$ cat src/rtl/sync_rf_pkg.sv
package sync_rf_pkg;
  typedef enum logic [1:0] {
    ST_EMPTY       = 2'd0,
    ST_FULL        = 2'd1,
    ST_WAIT_LOCAL  = 2'd2,
    ST_WAIT_REMOTE = 2'd3
  } reg_state_e;
endpackage

$ cat src/rtl/sync_rf_async_hold.sv
module sync_rf_async_hold #(
  parameter int IDX_W  = 5,
  parameter int DATA_W = 32
) (
  input  logic              clk_i,
  input  logic              rst_ni,
  input  logic              aw_en_i,
  input  logic [IDX_W-1:0]  aw_idx_i,
  input  logic [DATA_W-1:0] aw_data_i,
  input  logic              wb_en_i,
  input  logic [IDX_W-1:0]  wb_idx_i,
  output logic              aw_ready_o,
  output logic              wr_en_o,
  output logic [IDX_W-1:0]  wr_idx_o,
  output logic [DATA_W-1:0] wr_data_o
);
  logic              hold_v_q;
  logic [IDX_W-1:0]  hold_idx_q;
  logic [DATA_W-1:0] hold_data_q;
  logic              src_v, blocked;

  // held write has precedence; new requests are refused while it waits
  assign src_v     = hold_v_q | aw_en_i;
  assign wr_idx_o  = hold_v_q ? hold_idx_q  : aw_idx_i;
  assign wr_data_o = hold_v_q ? hold_data_q : aw_data_i;
  assign blocked   = src_v & wb_en_i & (wb_idx_i == wr_idx_o);
  assign wr_en_o   = src_v & ~blocked;
  assign aw_ready_o = ~hold_v_q;

  always_ff @(posedge clk_i or negedge rst_ni) begin
    if (!rst_ni) begin
      hold_v_q    <= 1'b0;
      hold_idx_q  <= '0;
      hold_data_q <= '0;
    end else begin
      hold_v_q <= blocked;
      if (blocked) begin
        hold_idx_q  <= wr_idx_o;
        hold_data_q <= wr_data_o;
      end
    end
  end
endmodule

$ cat src/rtl/sync_rf_entry.sv
module sync_rf_entry
  import sync_rf_pkg::*;
#(
  parameter int DATA_W = 32
) (
  input  logic              clk_i,
  input  logic              rst_ni,
  input  logic              wb_data_hit_i,
  input  logic              wb_clear_hit_i,
  input  logic [DATA_W-1:0] wb_data_i,
  input  logic              aw_hit_i,
  input  logic [DATA_W-1:0] aw_data_i,
  input  logic              rd_hit_i,
  input  logic              rd_remote_i,
  input  logic [DATA_W-1:0] rd_cont_i,
  output reg_state_e        state_o,
  output logic [DATA_W-1:0] data_o
);
  reg_state_e        state_q, state_d, state_clr;
  logic [DATA_W-1:0] data_q, data_d;

  always_comb begin
    // clear only affects a full entry
    state_clr = (wb_clear_hit_i && state_q == ST_FULL) ? ST_EMPTY : state_q;
    state_d   = state_clr;
    data_d    = data_q;
    if (wb_data_hit_i) begin
      state_d = ST_FULL;
      data_d  = wb_data_i;
    end else if (aw_hit_i) begin
      state_d = ST_FULL;
      data_d  = aw_data_i;
    end else if (rd_hit_i && state_clr == ST_EMPTY) begin
      state_d = rd_remote_i ? ST_WAIT_REMOTE : ST_WAIT_LOCAL;
      data_d  = rd_cont_i;
    end
  end

  always_ff @(posedge clk_i or negedge rst_ni) begin
    if (!rst_ni) begin
      state_q <= ST_EMPTY;
      data_q  <= '0;
    end else begin
      state_q <= state_d;
      data_q  <= data_d;
    end
  end

  assign state_o = state_q;
  assign data_o  = data_q;
endmodule

$ cat src/rtl/sync_rf_notify.sv
module sync_rf_notify
  import sync_rf_pkg::*;
#(
  parameter int NUM_REGS = 32,
  parameter int DATA_W   = 32,
  parameter int TID_W    = 6,
  parameter int ADDR_W   = 12,
  parameter int IDX_W    = 5
) (
  input  logic                           wr_en_i,
  input  logic [IDX_W-1:0]               wr_idx_i,
  input  logic [DATA_W-1:0]              wr_data_i,
  input  reg_state_e [NUM_REGS-1:0]      state_i,
  input  logic [NUM_REGS-1:0][DATA_W-1:0] cont_i,
  output logic                           wake_o,
  output logic [TID_W-1:0]               wake_tid_o,
  output logic                           reply_o,
  output logic [ADDR_W-1:0]              reply_addr_o,
  output logic [DATA_W-1:0]              reply_data_o
);
  localparam int CONT_W = (TID_W > ADDR_W) ? TID_W : ADDR_W;

  reg_state_e        st;
  logic [DATA_W-1:0] cont;
  logic              unused_hi;

  assign st   = state_i[wr_idx_i];
  assign cont = cont_i[wr_idx_i];
  assign unused_hi = ^cont[DATA_W-1:CONT_W];

  assign wake_o       = wr_en_i && (st == ST_WAIT_LOCAL);
  assign wake_tid_o   = cont[TID_W-1:0];
  assign reply_o      = wr_en_i && (st == ST_WAIT_REMOTE);
  assign reply_addr_o = cont[ADDR_W-1:0];
  assign reply_data_o = wr_data_i;
endmodule

$ cat src/rtl/sync_regfile.sv
module sync_regfile
  import sync_rf_pkg::*;
#(
  parameter int NUM_REGS = 32,
  parameter int DATA_W   = 32,
  parameter int TID_W    = 6,
  parameter int ADDR_W   = 12,
  localparam int IDX_W   = $clog2(NUM_REGS),
  localparam int NPORT   = 2
) (
  input  logic                     clk_i,
  input  logic                     rst_ni,
  input  logic                     rd_req_i,
  input  logic [IDX_W-1:0]         rd_idx_i,
  input  logic                     rd_remote_i,
  input  logic [TID_W-1:0]         rd_tid_i,
  input  logic [ADDR_W-1:0]        rd_raddr_i,
  output logic [DATA_W-1:0]        rd_data_o,
  output logic                     rd_valid_o,
  input  logic                     wb_en_i,
  input  logic [IDX_W-1:0]         wb_idx_i,
  input  logic                     wb_clear_i,
  input  logic [DATA_W-1:0]        wb_data_i,
  input  logic                     aw_en_i,
  input  logic [IDX_W-1:0]         aw_idx_i,
  input  logic [DATA_W-1:0]        aw_data_i,
  output logic                     aw_ready_o,
  output logic [NPORT-1:0]         wake_o,
  output logic [NPORT*TID_W-1:0]   wake_tid_o,
  output logic [NPORT-1:0]         reply_o,
  output logic [NPORT*ADDR_W-1:0]  reply_addr_o,
  output logic [NPORT*DATA_W-1:0]  reply_data_o
);
  reg_state_e [NUM_REGS-1:0]       state_w;
  logic [NUM_REGS-1:0][DATA_W-1:0] data_w;
  logic                            aw_wr_en;
  logic [IDX_W-1:0]                aw_wr_idx;
  logic [DATA_W-1:0]               aw_wr_data;
  logic [DATA_W-1:0]               rd_cont;
  logic [NPORT-1:0]                port_en;
  logic [NPORT-1:0][IDX_W-1:0]     port_idx;
  logic [NPORT-1:0][DATA_W-1:0]    port_data;

  sync_rf_async_hold #(.IDX_W(IDX_W), .DATA_W(DATA_W)) i_hold (
    .clk_i      (clk_i),
    .rst_ni     (rst_ni),
    .aw_en_i    (aw_en_i),
    .aw_idx_i   (aw_idx_i),
    .aw_data_i  (aw_data_i),
    .wb_en_i    (wb_en_i),
    .wb_idx_i   (wb_idx_i),
    .aw_ready_o (aw_ready_o),
    .wr_en_o    (aw_wr_en),
    .wr_idx_o   (aw_wr_idx),
    .wr_data_o  (aw_wr_data)
  );

  assign rd_cont = rd_remote_i ? DATA_W'(rd_raddr_i) : DATA_W'(rd_tid_i);

  for (genvar g = 0; g < NUM_REGS; g++) begin : g_entry
    sync_rf_entry #(.DATA_W(DATA_W)) i_entry (
      .clk_i          (clk_i),
      .rst_ni         (rst_ni),
      .wb_data_hit_i  (wb_en_i && !wb_clear_i && wb_idx_i == IDX_W'(g)),
      .wb_clear_hit_i (wb_en_i && wb_clear_i && wb_idx_i == IDX_W'(g)),
      .wb_data_i      (wb_data_i),
      .aw_hit_i       (aw_wr_en && aw_wr_idx == IDX_W'(g)),
      .aw_data_i      (aw_wr_data),
      .rd_hit_i       (rd_req_i && rd_idx_i == IDX_W'(g)),
      .rd_remote_i    (rd_remote_i),
      .rd_cont_i      (rd_cont),
      .state_o        (state_w[g]),
      .data_o         (data_w[g])
    );
  end

  // port 0 = writeback, port 1 = asynchronous
  assign port_en[0]   = wb_en_i && !wb_clear_i;
  assign port_idx[0]  = wb_idx_i;
  assign port_data[0] = wb_data_i;
  assign port_en[1]   = aw_wr_en;
  assign port_idx[1]  = aw_wr_idx;
  assign port_data[1] = aw_wr_data;

  for (genvar p = 0; p < NPORT; p++) begin : g_notify
    sync_rf_notify #(
      .NUM_REGS(NUM_REGS), .DATA_W(DATA_W), .TID_W(TID_W),
      .ADDR_W(ADDR_W), .IDX_W(IDX_W)
    ) i_notify (
      .wr_en_i      (port_en[p]),
      .wr_idx_i     (port_idx[p]),
      .wr_data_i    (port_data[p]),
      .state_i      (state_w),
      .cont_i       (data_w),
      .wake_o       (wake_o[p]),
      .wake_tid_o   (wake_tid_o[p*TID_W +: TID_W]),
      .reply_o      (reply_o[p]),
      .reply_addr_o (reply_addr_o[p*ADDR_W +: ADDR_W]),
      .reply_data_o (reply_data_o[p*DATA_W +: DATA_W])
    );
  end

  // same-cycle data writes are forwarded; a same-cycle clear hides the entry
  always_comb begin
    rd_valid_o = 1'b0;
    rd_data_o  = data_w[rd_idx_i];
    if (rd_req_i) begin
      if (port_en[0] && wb_idx_i == rd_idx_i) begin
        rd_valid_o = 1'b1;
        rd_data_o  = wb_data_i;
      end else if (aw_wr_en && aw_wr_idx == rd_idx_i) begin
        rd_valid_o = 1'b1;
        rd_data_o  = aw_wr_data;
      end else if (!(wb_en_i && wb_clear_i && wb_idx_i == rd_idx_i)) begin
        rd_valid_o = (state_w[rd_idx_i] == ST_FULL);
      end
    end
  end
endmodule

$ cat config.mk
export PLATFORM = sky130hd
export DESIGN_NAME = sync_regfile
export DESIGN_NICKNAME = d
export VERILOG_FILES = /design/src/rtl/sync_rf_pkg.sv /design/src/rtl/sync_rf_async_hold.sv /design/src/rtl/sync_rf_entry.sv /design/src/rtl/sync_rf_notify.sv /design/src/rtl/sync_regfile.sv
export SDC_FILE = /design/constraint.sdc
export NUM_CORES = 2
export LEC_CHECK = 0
export BUFFER_PORTS_ARGS = -buffer_cell sky130_fd_sc_hd__clkbuf_2
export CAP_MARGIN = 10
export CORE_MARGIN = 2
export CORE_UTILIZATION = 31
export CTS_CLUSTER_SIZE = 16
export DETAILED_ROUTE_END_ITERATION = 10
export HOLD_SLACK_MARGIN = 0.1
export PLACE_DENSITY = 0.51
export SLEW_MARGIN = 5
export SYNTH_ARGS = -nofsm -noshare
export SYNTH_HDL_FRONTEND = slang
export SYNTH_HIERARCHICAL = 1
export SYNTH_SLANG_ARGS = --single-unit
$ cat constraint.sdc
create_clock -name clk_i -period 5.45 [get_ports clk_i]
set_input_delay 1.09 -clock clk_i [delete_from_list [all_inputs] [get_ports clk_i]]
set_output_delay 1.09 -clock clk_i [all_outputs]
set_load 0.1 [all_outputs]
# [Word level (Yosys, flattened, before mapping)]
# Index checks and enable logic that the tools add are counted.
[op_classes] bitwise=6 reduce_logical=269 n_lt_le_gt_ge=3 n_mux=247 n_eq_ne=133
[ops] operator="$mux 32" count=101
[ops] operator="$bmux 32 s5" count=3
[ops] operator="$mux 2" count=131
[ops] operator="$eq 5x5->1 const B" count=48
[ops] operator="$logic_and 1x1->1" count=201
[ops] operator="$eq 5x4->1 const B" count=24
[ops] operator="$reduce_bool 3->1" count=32
[ops] operator="$eq 2x1->1 const B" count=33
[ops] operator="$logic_not 2->1" count=32
[ops] operator="$eq 5x3->1 const B" count=12
[ops] operator="$mux 12" count=3
[ops] operator="$bmux 2 s5" count=3
[ops] operator="$eq 5x2->1 const B" count=6
[ops] operator="$lt 5x6->1 const B" count=3
[ops] operator="$eq 5x1->1 const B" count=3
[ops] operator="$eq 5x5->1" count=3
[ops] operator="$logic_not 5->1" count=3
[ops] operator="$eq 2x2->1 const B" count=4
[ops] operator="$mux 1" count=5
[ops] operator="$mux 5" count=1
[ops] operator="$and 1x1->1" count=3
[ops] operator="$not 1->1" count=2
[ops] operator="$logic_not 1->1" count=1
[ops] operator="$or 1x1->1" count=1
[word_totals] output_inout_bits=138 regBits=1126

# [Longest topological paths before layout]
[logic_depth] word_depth=9 mapped_depth=16 depth_no_buf=11

# [Cells and area by module]
# The synthesis kept the hierarchy.
[modules_own_cells] module="sync_rf_entry" n_inst=32 cells_per_inst=123 area_each_um2=1616.6
[modules_own_cells] module="sync_regfile" n_inst=1 cells_per_inst=937 area_each_um2=10606.4
[modules_own_cells] module="sync_rf_notify" n_inst=2 cells_per_inst=262 area_each_um2=3793.6
[modules_own_cells] module="sync_rf_async_hold" n_inst=1 cells_per_inst=135 area_each_um2=1964.4

# [Worst setup path after synthesis]
# No wires, ideal clock.
[synth_timing] kind="input to output" startpoint="input aw_idx_i[0]" endpoint="output wake_o[1]" arrival_time_ps=4908 t_required_ps=4360 path_slack_ps=-548 path_buffers=2 path_stages=7 cell_sequence="mux2_2 buf_2 buf_6 mux4_2 mux4_2 mux2_2 nor3_1"
[synth_via] elab_chain_len=6
[synth_rtl] item="start: declaration" line="sync_regfile.sv:25" source="input logic [IDX_W-1:0] aw_idx_i,"
[synth_rtl] item="$mux 5 (*)" line="sync_rf_async_hold.sv:24" source="assign wr_idx_o = hold_v_q ? hold_idx_q : aw_idx_i;"
[synth_rtl] item="parallel branches: the longest is 4 deep, another holds $bmux 2 s5"
[synth_rtl] item="$logic_and 1x1->1 (*)" line="sync_rf_notify.sv:31" source="assign wake_o = wr_en_i && (st == ST_WAIT_LOCAL);"
[synth_rtl] item="end: declaration" line="sync_regfile.sv:28" source="output logic [NPORT-1:0] wake_o,"
# Every way passes the cells marked *. The select of a mux whose other input is x is not followed.

# [Worst setup path after layout]
[layout_timing] startpoint="register i_hold.hold_v_q" endpoint="output rd_data_o[23]"
[layout_via] elab_chain_len=9
[layout_rtl] item="start: declaration" line="sync_rf_async_hold.sv:17" source="logic hold_v_q;"
[layout_rtl] item="start signal: assignment" line="sync_rf_async_hold.sv:36" source="hold_v_q <= blocked;"
[layout_rtl] item="$mux 5" line="sync_rf_async_hold.sv:24"
[layout_rtl] item="via aw_wr_idx[1]" line="sync_regfile.sv:37" source="logic [IDX_W-1:0] aw_wr_idx;"
[layout_rtl] item="$eq 5x5->1" line="sync_rf_async_hold.sv:26" source="assign blocked = src_v & wb_en_i & (wb_idx_i == wr_idx_o);"
[layout_rtl] item="$and 1x1->1" line="sync_rf_async_hold.sv:26"
[layout_rtl] item="$not 1->1" line="sync_rf_async_hold.sv:27" source="assign wr_en_o = src_v & ~blocked;"
[layout_rtl] item="$and 1x1->1" line="sync_rf_async_hold.sv:27"
[layout_rtl] item="via aw_wr_en" line="sync_regfile.sv:36" source="logic aw_wr_en;"
[layout_rtl] item="$logic_and 1x1->1" line="sync_regfile.sv:111" source="end else if (aw_wr_en && aw_wr_idx == rd_idx_i) begin"
[layout_rtl] item="$mux 32" line="sync_regfile.sv:111"
[layout_rtl] item="$mux 32" line="sync_regfile.sv:108" source="if (port_en[0] && wb_idx_i == rd_idx_i) begin"
[layout_rtl] item="$mux 32" line="sync_regfile.sv:107" source="if (rd_req_i) begin"
[layout_rtl] item="end: declaration" line="sync_regfile.sv:18" source="output logic [DATA_W-1:0] rd_data_o,"
# The timed path passes the listed nets, and every way through them passes these cells.

==> metrics.md <==
| Metric | Value |
|---|---|
| Status | finished, violations left |
| Failing checks | setup timing |
| Clk network pwr share | a little under a third |
| Placed cell areas | 79810 um2 |
| Initial antenna violation count | 23 |
| Vias in the first global route | approximately 63000 |
| CP startpoint | i_hold/hold_v_q$_DFF_PN0_ |
| Worst EP arrival | 4.44 ns |
| Design Area, Final | around 85000 um2 |
| Post-synth top area share | approximately 39% |
| Final WS setup | -0.07577 ns |
| Largest family of logic cells by synthesized area | compound AO/OA/AOI/OAI gates |
| IO Port Bufs | 241 |
| Cell mode on critical path | buf_12 |
| Fin Hold WS | roughly 0.30 ns |
| Die Area | about 240000 um2 |
| Met3 WL post-DR | 49.08 mm |
| Core area | roughly 230000 um2 |
| Reg clk slew, reported paths | about 0.060 ns |
| Top cells by area, synth | dfrtp_1, mux4_2, a221o_1 |
| FF-to-FF Start | i_hold/hold_v_q$_DFF_PN0_ |
| Sequential power share | 38.6% |
| Post-synth EDFFs | 0 |
| PwrDens | 380.6 nW/um2 |
| DP HPWL | between 200 and 250 mm |
| CP top delay family | buffers and inverters |
| Register area share after synthesis | 39.20% |
| Hold Path Class | in2async |
| Grt total ovfl | 0 |
| Final clock period utilization by the worst path | 101.4% |
| Hold Fails Final Rpt | 0 |
| Simple-gate share of the synthesized area | ~4.3% |
| Post-synthesis cell type count | between 50 and 60 |
| Slew of the pin with the lowest slew margin | between 1 and 1.5 ns |
| Metal2 WL | about 170 mm |
| First-pass GRT wire length | 536.3 mm |
| Starting Density | 31.21% |
| Pre-CTS WS | -0.03859 ns |
| Num ports | roughly 240 |
| DP Cell Count | about 9000 |
| Slew headroom | about a tenth |
| Mapped Avg Cell Area | 12.99 um2 |
| Routed vias | 65250 |
| Async set-reset flop share out of synthesis | 100.0% |
| Layout cells sized above 1 | between 20% and 30% |
| CP max stage cell | dfrtp_4 |
| Synth Register Bits | about 1100 |
| 1st-iter DRT viols | between 9000 and 10000 |
| Highest Signal Layer | met5 |
| Nets | roughly 6300 |
| Worst endpoint required time | about 4.4 ns |
| Post-route DRC | 0 |
| Ys Warns | 6 |
| Routed wire length | 394.0 mm |
| RSZ-0062 raised after global routing | true |
| Peak supply drop | 0.0003847 V |
| Bufs and invs on worst path | 5 |
| CTS Buf Count | between 100 and 150 |
| Setup violators final | 28 |
| WL/cell | roughly 42 um |
| Comb pwr share | a little under a third |
| Antenna-violating nets left | 0 |
| Largest net degree at the start of global routing | 130 |
| Crit. End Element | output pin |
| Die width | 485.6 um |
| Main synth FF type | dfrtp_1 |
| Maximum fanout along the worst path | 7 |
| P_leak | approximately 0.036 uW |
| Final std cells w/o fill | slightly above 9000 |
| Crit path kind | reg2out |
| CTS Sinks | 1126 |
| Max-cap viol count | 0 |
| Critical Path Source Type | flip-flop |
| Clock Latency Late Sink | 0.84 ns |
| FMAX | 0.1810 GHz |
| Post-Synth XOR/XNOR Area | 0.1828% |
| Post-synthesis adder-cell area fraction | 0% |
| Final GP Congestion | between 0.9 and 1 |
| Die height | ~490 um |
| Synthesized instance count | approximately 5500 |
| CTS root buf | clkbuf_16 |
| TritonCTS clock tree | yes |
| Max Root-Sink Buffers | 3 |
| Int Pwr | 20990 uW |
| Compound-cell area share of the yosys netlist | a little under 30% |
| Total GRT Usage | 32.38% |
| Switching Power | between 10000 and 15000 uW |
| Slew Limit Fails | 0 |
| Area of the mapped netlist | approximately 70000 um2 |
| Max stage delay on crit path | slightly below 0.5 ns |
| Minimum clock period after layout | 5.526 ns |
| Switching share of total power | roughly a third |
| First-pass detailed-route iteration total | 6 |
| Worst setup skew after layout | a little under 0.05 ns |
| Cell-by-cell trace of the critical path | buf_12 > mux2_8 > xor2_1 > a211o_1 > or4_4 > o21a_1 > nand4_1 > nor3_4 > buf_6 > o21ai_4 > buf_12 > clkbuf_16 > a32oi_2 > buf_12 |
| Multiplexer share of the synthesized area | 20.66% |
| Area leader, netlist | dfrtp_1 |
| M1 WL | 144.3 mm |
| Synth-to-layout area growth | 18.13% |
| Num rows | ~180 |
| H-tree Lvls | 4 |
| Via/cell ratio | 7.007 |
| Post-CTS Hold Buffers | 0 |
cell type report:
type / count / area, um2
Timing Repair Buffer: 613 / 5478
Clock buffer: 210 / 4209
Sequential cell: 1126 / 28180
Tap cell: 3026 / 3786
Fill cell: 22220 / 145400
Inverter: 40 / 150.1
Antenna cell: 7 / 17.52
Multi-Input combinational cell: 4248 / 42560
Clock inverter: 43 / 540.5
power by group through the flow:
| stage | clock (uW) | sequential [uW] | combinational (uW) |
|---|---|---|---|
| after floorplan | 0 | 11800 | 6970 |
| after global placement | 0 | 12400 | 9640 |
| after detailed placement | 0 | 12500 | 9760 |
| after CTS | 9960 | 12400 | 9800 |
| after global routing | 10300 | 12700 | 10300 |
| final | 9890 | 12500 | 9950 |
sequential cells by signal, summed over array words and instances (netlist names):
register and count:
g_entry.i_entry/state_o 64, i_hold/hold_v_q 1, g_entry.i_entry/data_o 1024, i_hold/hold_idx_q 5, i_hold/hold_data_q 32
layout by cell type (no fill, tap or decap), types with 35 or more instances in the layout:
master and instances:
mux2i_1 35, nand2b_1 82, buf_12 93, a22o_1 1028, nor3_1 40, inv_1 39, clkbuf_8 42, a21oi_1 43
nand2_1 107, a221o_1 1056, dfrtp_1 1125, conb_1 640, nor2_1 138, mux4_2 582, buf_4 315, mux2_2 110
clkbuf_16 145, nor2b_1 41, clkbuf_2 184
metrics by stage:
step,util [%],total power (uW),TNS (ns)
after floorplan,-,18750,-0.08645
after CTS,36.75,32160,-0.3934
final,36.87,32330,-1.202
after global routing,36.86,33340,-2.921
after detailed placement,34.65,22250,-0.03859
after global placement,34.65,22050,-0.5513
metal layers:
metal	up-vias	global-route usage, %
met5	-	0.1021
met4	20	22.49
met3	1298	11.47
met2	5406	46.95
met1	34200	40.15
li1	24330	-
cells by family after synthesis:
family / count (synthesis)
xor gates and xnor gates: 15
muxes: 738
buffers and inverters: 797
and+or+nand+nor: 585
DFF: 1126
AOI/OAI and AO/OA: 2270
other: 1
final timing paths:
check | end | slack, ns | cells past startpoint
max | rd_data_o[23] | -0.08 | 14
min | g_entry[29].i_entry/data_o[26]$_DFFE_PN0P_ | 0.30 | 1
max reg2reg | g_entry[0].i_entry/data_o[9]$_DFFE_PN0P_ | 0.82 | 14
min reg2reg | i_hold/hold_data_q[0]$_DFFE_PN0P_ | 0.50 | 1
max in group asynchronous | g_entry[13].i_entry/data_o[3]$_DFFE_PN0P_ | 3.70 | 2
min in group clk_i | i_hold/hold_data_q[0]$_DFFE_PN0P_ | 0.50 | 1
Yosys cell counts, drive strengths merged (3+ instances only):
library cell / instances
dfrtp: 1126
a221o: 1056
a22o: 1028
mux4: 582
buf: 475
clkbuf: 282
nor2: 170
mux2: 121
nand2: 109
nand2b: 83
a21oi: 75
nor2b: 73
nor3: 43
inv: 40
or2: 37
mux2i: 35
and3b: 33
a31oi: 21
o2bb2ai: 18
nand3: 17
o22ai: 14
a31o: 13
a32oi: 13
o2111ai: 9
xnor2: 9
and2: 7
xor2: 6
nand4: 5
a211o: 4
a221oi: 4
nor3b: 3
o21ai: 3
o22a: 3
repair_timing:
action | CTS | global route
gates resized for setup | 7 | 20
pin swaps | 4 | 6
buffers inserted | 4 | 9
cloned | 0 | 3
endpoints found under the setup margin | 37 | 34
endpoints found under the hold margin | 0 | 0
Power figures use the tool's default switching activity.
